==> src/rtl/dport_pkg.sv <==
package dport_pkg;
  localparam int CTL_EN    = 0;
  localparam int CTL_POL   = 1;
  localparam int CTL_DSEL  = 2;
  localparam int CTL_AUXLV = 3;
  localparam int CTL_AUXOE = 5;
  localparam int CTL_FLAG  = 7;
  localparam logic [2:0] CTL_FIXED = 3'b011;

  typedef struct packed {
    logic aux_oe;
    logic aux_lv;
    logic dsel;
    logic pol;
    logic en;
  } ctl_t;
endpackage

==> src/rtl/dport_regs.sv <==
module dport_regs
  import dport_pkg::*;
#(
  parameter int WIDTH = 8
) (
  input  logic             clk,
  input  logic             rst,
  input  logic             cs,
  input  logic             wr,
  input  logic             sel,
  input  logic [WIDTH-1:0] wdata,
  output logic [WIDTH-1:0] ddr,
  output logic [WIDTH-1:0] dat,
  output ctl_t             ctl
);
  logic wr_ctl, wr_ddr, wr_dat;

  always_comb begin
    wr_ctl = cs && wr && sel;
    wr_ddr = cs && wr && !sel && !ctl.dsel;
    wr_dat = cs && wr && !sel && ctl.dsel;
  end

  always_ff @(posedge clk) begin
    if (rst) begin
      ddr <= '0;
      dat <= '0;
      ctl <= '0;
    end else begin
      if (wr_ddr) ddr <= wdata;
      if (wr_dat) dat <= wdata;
      if (wr_ctl) begin
        ctl.aux_oe <= wdata[CTL_AUXOE];
        ctl.aux_lv <= wdata[CTL_AUXLV];
        ctl.dsel   <= wdata[CTL_DSEL];
        ctl.pol    <= wdata[CTL_POL];
        ctl.en     <= wdata[CTL_EN];
      end
    end
  end
endmodule

==> src/rtl/dport_pins.sv <==
module dport_pins #(
  parameter int WIDTH = 8
) (
  input  logic [WIDTH-1:0] ddr,
  input  logic [WIDTH-1:0] dat,
  input  logic [WIDTH-1:0] pin_in,
  output logic [WIDTH-1:0] pin_out,
  output logic [WIDTH-1:0] pin_oe,
  output logic [WIDTH-1:0] rd_val
);
  for (genvar i = 0; i < WIDTH; i++) begin : g_bit
    assign pin_oe[i]  = ddr[i];
    assign pin_out[i] = dat[i];
    assign rd_val[i]  = ddr[i] ? dat[i] : pin_in[i];
  end
endmodule

==> src/rtl/dport_irq.sv <==
module dport_irq #(
  parameter int SYNC_STAGES = 2
) (
  input  logic clk,
  input  logic rst,
  input  logic irq_in,
  input  logic pol,
  input  logic en,
  input  logic clr,
  output logic flag,
  output logic flag_seen,
  output logic irq_n
);
  localparam int LAST = SYNC_STAGES - 1;

  logic smp, smp_q, edge_hit;
  logic [LAST:0] sync_q;

  assign edge_hit  = smp_q && !smp;
  assign flag_seen = sync_q[LAST];

  always_ff @(posedge clk) begin
    if (rst) begin
      smp   <= 1'b0;
      smp_q <= 1'b0;
      flag  <= 1'b0;
      irq_n <= 1'b1;
    end else begin
      smp   <= irq_in ^ pol;
      smp_q <= smp;
      if (edge_hit)  flag <= 1'b1;
      else if (clr)  flag <= 1'b0;
      irq_n <= !(sync_q[LAST] && en);
    end
  end

  if (SYNC_STAGES == 1) begin : g_one
    always_ff @(posedge clk) begin
      if (rst) sync_q <= '0;
      else     sync_q <= flag;
    end
  end else begin : g_many
    always_ff @(posedge clk) begin
      if (rst) sync_q <= '0;
      else     sync_q <= {sync_q[LAST-1:0], flag};
    end
  end
endmodule

==> src/rtl/dport_top.sv <==
module dport_top
  import dport_pkg::*;
#(
  parameter int WIDTH       = 8,
  parameter int SYNC_STAGES = 2
) (
  input  logic             clk,
  input  logic             rst,
  input  logic             cs,
  input  logic             wr,
  input  logic             rd,
  input  logic             sel,
  input  logic [WIDTH-1:0] wdata,
  output logic [WIDTH-1:0] rdata,
  input  logic [WIDTH-1:0] pin_in,
  output logic [WIDTH-1:0] pin_out,
  output logic [WIDTH-1:0] pin_oe,
  input  logic             irq_in,
  output logic             aux_out,
  output logic             aux_oe,
  output logic             irq_n
);
  logic [WIDTH-1:0] ddr, dat, rd_val, ctl_rd;
  ctl_t ctl;
  logic flag, flag_seen, clr;

  dport_regs #(.WIDTH(WIDTH)) u_regs (
    .clk(clk), .rst(rst), .cs(cs), .wr(wr), .sel(sel), .wdata(wdata),
    .ddr(ddr), .dat(dat), .ctl(ctl)
  );

  dport_pins #(.WIDTH(WIDTH)) u_pins (
    .ddr(ddr), .dat(dat), .pin_in(pin_in),
    .pin_out(pin_out), .pin_oe(pin_oe), .rd_val(rd_val)
  );

  assign clr = cs && rd && !sel && ctl.dsel;

  dport_irq #(.SYNC_STAGES(SYNC_STAGES)) u_irq (
    .clk(clk), .rst(rst), .irq_in(irq_in), .pol(ctl.pol), .en(ctl.en),
    .clr(clr), .flag(flag), .flag_seen(flag_seen), .irq_n(irq_n)
  );

  assign aux_oe  = ctl.aux_oe;
  assign aux_out = ctl.aux_lv;

  always_comb begin
    ctl_rd = '0;
    ctl_rd[CTL_FLAG]  = flag_seen;
    ctl_rd[6:4]       = CTL_FIXED;
    ctl_rd[CTL_AUXLV] = ctl.aux_lv;
    ctl_rd[CTL_DSEL]  = ctl.dsel;
    ctl_rd[CTL_POL]   = ctl.pol;
    ctl_rd[CTL_EN]    = ctl.en;
  end

  always_ff @(posedge clk) begin
    if (rst) begin
      rdata <= '0;
    end else if (cs && rd) begin
      if (sel)           rdata <= ctl_rd;
      else if (ctl.dsel) rdata <= rd_val;
      else               rdata <= ddr;
    end
  end
endmodule

==> config.mk <==
export PLATFORM = sky130hd
export DESIGN_NAME = dport_top
export DESIGN_NICKNAME = d
export VERILOG_FILES = /design/src/rtl/dport_pkg.sv /design/src/rtl/dport_regs.sv /design/src/rtl/dport_pins.sv /design/src/rtl/dport_irq.sv /design/src/rtl/dport_top.sv
export SDC_FILE = /design/constraint.sdc
export NUM_CORES = 1
export LEC_CHECK = 0
export CAP_MARGIN = 20
export CORE_UTILIZATION = 51
export DETAILED_ROUTE_END_ITERATION = 8
export PLACE_DENSITY_LB_ADDON = 0.3
export SYNTH_ARGS = -nofsm -noshare
export SYNTH_HDL_FRONTEND = slang
export SYNTH_HIERARCHICAL = 1
export SYNTH_SLANG_ARGS = --single-unit
==> constraint.sdc <==
create_clock -name clk -period 2.1 [get_ports clk]
set_input_delay 0.42 -clock clk [delete_from_list [all_inputs] [get_ports clk]]
set_output_delay 0.42 -clock clk [all_outputs]
set_load 0.05 [all_outputs]
==> results.md <==
Clock network:
- The cell sitting at the root of the clock tree is a sky130_fd_sc_hd__clkbuf_4.
- Counting along the longest clock path gives a buffer depth of 2.
- The number of levels the H-tree was split into is 2.
- Buffers inserted to repair hold after CTS numbered 0.
- Clock tree synthesis found a total of 35 sinks.
- The clock latency reported for the late side of the worst-skew pair is 0.33 ns.
- The CTS tree is done.
- The TritonCTS buffer count is 5.
- After clock tree synthesis, the clock-pin slew on the worst setup and hold paths is 0.11 ns.

Critical path:
- The launching instance or port of the critical path is u_regs/ddr[2].
- Broken down by cell family, the worst path's largest delay share belongs to buffers and inverters.
- The worst endpoint data arrival time is 1.61 ns.
- The signal on the critical path passes through clkdlybuf4s50_1.
- The cell with the biggest individual delay on the critical path is sky130_fd_sc_hd__clkdlybuf4s50_1.
- The worst-path maximum fanout is 4.
- The endpoint of the lowest-slack register-to-register path is rdata[7].
- On the worst path, the slowest cell contributes a delay of 0.84 ns.
- Across all register-to-register paths, the minimum setup slack is 0.54 ns.
- For the worst flop-to-flop path, the logic depth is 3.
- The critical path is of the flip-flop to primary output type.
- The type of destination of the critical path is a primary output.
- The origin of the critical flop-to-flop path is u_regs/ctl[2].
- Together, buffers and inverters on the worst path number 1.
- The worst setup path is launched from a flip-flop.
- The data required time at the worst endpoint is 1.68 ns.

GRT:
- The via count of the first global-routing pass is 1,248.
- The initial antenna violation count is 0.
- The overall global routing resource usage is 21.60%.
- The first global-routing pass estimated 5644 um of wire.
- The aggregate global routing overflow is 0.
- The largest net degree at the start of global routing is 44.

Drt:
- The first-pass detailed-route iteration total is 4.
- The routed length per placed instance is 14.11 um.
- Wires add up to 3541 um.
- The count of nets left with antenna violations once routing finished came out at 0.
- In the routed layout, each cell is associated on average with a via count of 5.187.
- For this run, design rule violations remaining after detail routing come to 0.
- Summing over every cut layer, the via total after detailed routing is 1,302.
- For this block, the initial DRC count from the detailed router was 52.

Pwr:
- The static leakage is 0.0008643 uW.
- Across the VDD grid, the largest voltage drop is 0.4013 mV.
- The power per cell area is 587.2 nW/um^2.

Placement:
- The number of placed instances, taps included is 243.
- The congestion estimate from routability-driven global placement came to 0.7912.
- The HPWL after detailed placement is 2545 um.
- Input and output buffers added on the ports amount to 49.

Logic synthesis:
- The number of flops mapped to enable cells by yosys is 0.
- The post-synthesis async set-or-reset flop share is 0%.
- The synthesized netlist cell count is 169.
- The synthesized design devotes to its leading area cell type 39.69% of total area.
- The sequential area share after synthesis is 39.69%.
- The number of synthesized register bits is 35.
- The synthesized area per cell is 10.45 um^2.
- For this run, the number of Yosys warnings is 6.
- The most area-hungry cell type in the Yosys netlist is sky130_fd_sc_hd__dfxtp_1.
- In the synthesized netlist the dominant register cell turns out to be sky130_fd_sc_hd__dfxtp_1.
- After synthesis, the netlist uses 32 different library cells.
- Counting every net in the synthesized netlist gives 192.
- By area the synthesized netlist is led by sky130_fd_sc_hd__dfxtp_1 40%, sky130_fd_sc_hd__mux2i_1 15%, sky130_fd_sc_hd__nand2b_1 11%, sky130_fd_sc_hd__buf_4 7.2%, sky130_fd_sc_hd__mux2_4 6.8%.
- The cell area after technology mapping is 1765 um^2.

Outcome:
- The run finished with clean final reports.

Floorplanning:
- The area of the die is 3701 um^2.
- The number of rows in the core area is 20.
- In this run the horizontal extent of the chip is 60.84 um.
- In this run the count of I/O pins placed on the die edge is 50.
- The vertical extent of the die is 60.84 um.
- The initial utilization of the core area, before any placement, comes to 55.55%.
- In this run the standard cell core region covers 3178 um^2.

Cells and area:
- The fraction of final layout cells with drive strength greater than 1 is 13.04%.
- At the end of the flow, the number of nets in the layout was 229.
- The final non-filler cell total is 251.
- The growth of design area from synthesis to finish is 27.78%.
- The number of diodes is 0.

Flow run:
- The max-cap check violation count is 0.

Timing:
- The max-slew headroom at the worst pin is 55.99%.
- The post-layout minimum cycle time is 2.027 ns.
- The sum of negative setup slack is 0 ns.
- Setup violations remaining at the end of the flow were counted as 0.
- Setup repair after global routing left no endpoint under its margin.
- Derived from the worst setup path, the maximum achievable clock frequency is 493.2 MHz.
- The count of pins over their slew limit is 0.
- The transition time at the pin with the least slew margin is 0.6592 ns.
- On the final layout, the worst clock skew is 0.007619 ns.
- The final count of hold timing violations is 0.
- Of the available clock period, the critical path in the final layout requires 96.54%.

Min path:
- Along the worst hold path, the cell count comes to 1.
- In this run the most critical hold path is launched from u_irq/sync_q[1].
- The path class of the lowest-slack min-delay path is flip-flop to flip-flop.
- The destination of the worst hold path is u_irq/irq_n.
[power by group]
group	switching [uW]	internal, uW
Combinational	103	112
Clock	214	197
Sequential	17.6	681
Total	334	990
[layout by cell type (no fill, tap or decap), types with 5 or more instances in the layout]
cell type	instances
sky130_fd_sc_hd__buf_4	5
sky130_fd_sc_hd__clkbuf_4	5
sky130_fd_sc_hd__clkdlybuf4s50_1	48
sky130_fd_sc_hd__dfxtp_1	35
sky130_fd_sc_hd__mux2_4	8
sky130_fd_sc_hd__mux2i_1	26
sky130_fd_sc_hd__nand2_1	6
sky130_fd_sc_hd__nand2b_1	30
sky130_fd_sc_hd__or3_1	5
[through the flow]
| step | total power, uW | worst slack, ns | utilization (%) | hold WS (ns) | instance area, um^2 |
|---|---|---|---|---|---|
| global route | 1384 | 0.04093 | 70.98 | 0.4494 | 2256 |
| global placement | 924.2 | 0.2858 | 68.74 | 0.4010 | 2185 |
| floorplan | 845.5 | 0.8870 | - | 0.3824 | 1765 |
| finish | 1325 | 0.07259 | 70.98 | 0.4224 | 2256 |
| detailed placement | 929.4 | 0.1989 | 68.74 | 0.4049 | 2185 |
| CTS | 1336 | 0.04325 | 70.91 | 0.4282 | 2253 |
[kinds of logic after synthesis]
group / synth area share, %
multiplexers: 21.55
XOR/XNOR: 0.4962
AO/OA/AOI/OAI: 6.166
AND/OR/NAND/NOR: 21.69
buffers and inverters: 10.42
flip-flops: 39.69
[state kept, by name, indices dropped and copies added (netlist names)]
register	cells
rdata	8
u_regs/ddr	8
u_irq/smp	1
u_regs/dat	8
u_irq/smp_q	1
u_irq/flag	1
u_regs/ctl	5
u_irq/irq_n	1
u_irq/sync_q	2
[cells in the mapped netlist (2+ instances only)]
library cell and n:
sky130_fd_sc_hd__dfxtp_1 35, sky130_fd_sc_hd__nand2b_1 30, sky130_fd_sc_hd__mux2i_1 26, sky130_fd_sc_hd__buf_4 17
sky130_fd_sc_hd__mux2_4 8, sky130_fd_sc_hd__nand2_1 6, sky130_fd_sc_hd__or3_1 5, sky130_fd_sc_hd__a21oi_1 4
sky130_fd_sc_hd__a31oi_1 4, sky130_fd_sc_hd__nand4_1 4, sky130_fd_sc_hd__nor2b_1 4, sky130_fd_sc_hd__buf_2 3
sky130_fd_sc_hd__buf_6 3, sky130_fd_sc_hd__nor3_1 2
[per-layer routing]
metal | GRT usage, % | vias to the layer above | part of all wire, % | wire length, um
met2 | 36.42 | 39 | 49 | 1739
met1 | 26.55 | 608 | 45 | 1601
met3 | 4.478 | 6 | 4.4 | 155
met5 | 0 | - | 0 | 0
li1 | - | 649 | - | -
met4 | 9.740 | 0 | 1.2 | 44
[worst max-delay path by stage]
stage / endpoint / slack (ns) / cells past startpoint
after floorplan: rdata[5] / 0.89 / 3
after global placement: rdata[0] / 0.29 / 4
after detailed placement: rdata[7] / 0.20 / 4
after CTS: pin_oe[4] / 0.04 / 1
after global routing: pin_oe[1] / 0.04 / 1
final: pin_oe[2] / 0.07 / 1
[repair_timing]
action,in CTS,in global routing
resized for setup,0,1
setup endpoints to repair,0,1
buffers inserted,0,0
[layout make-up]
type                    count  area [um^2]
flip-flops and latches     35        700.7
clock buffers               8        68.82
well taps                  44        55.05
fillers                   246        922.1
multi-input cells         109        880.8
repair buffers             55        550.5
Note: power is estimated with default switching activity, not from simulation.
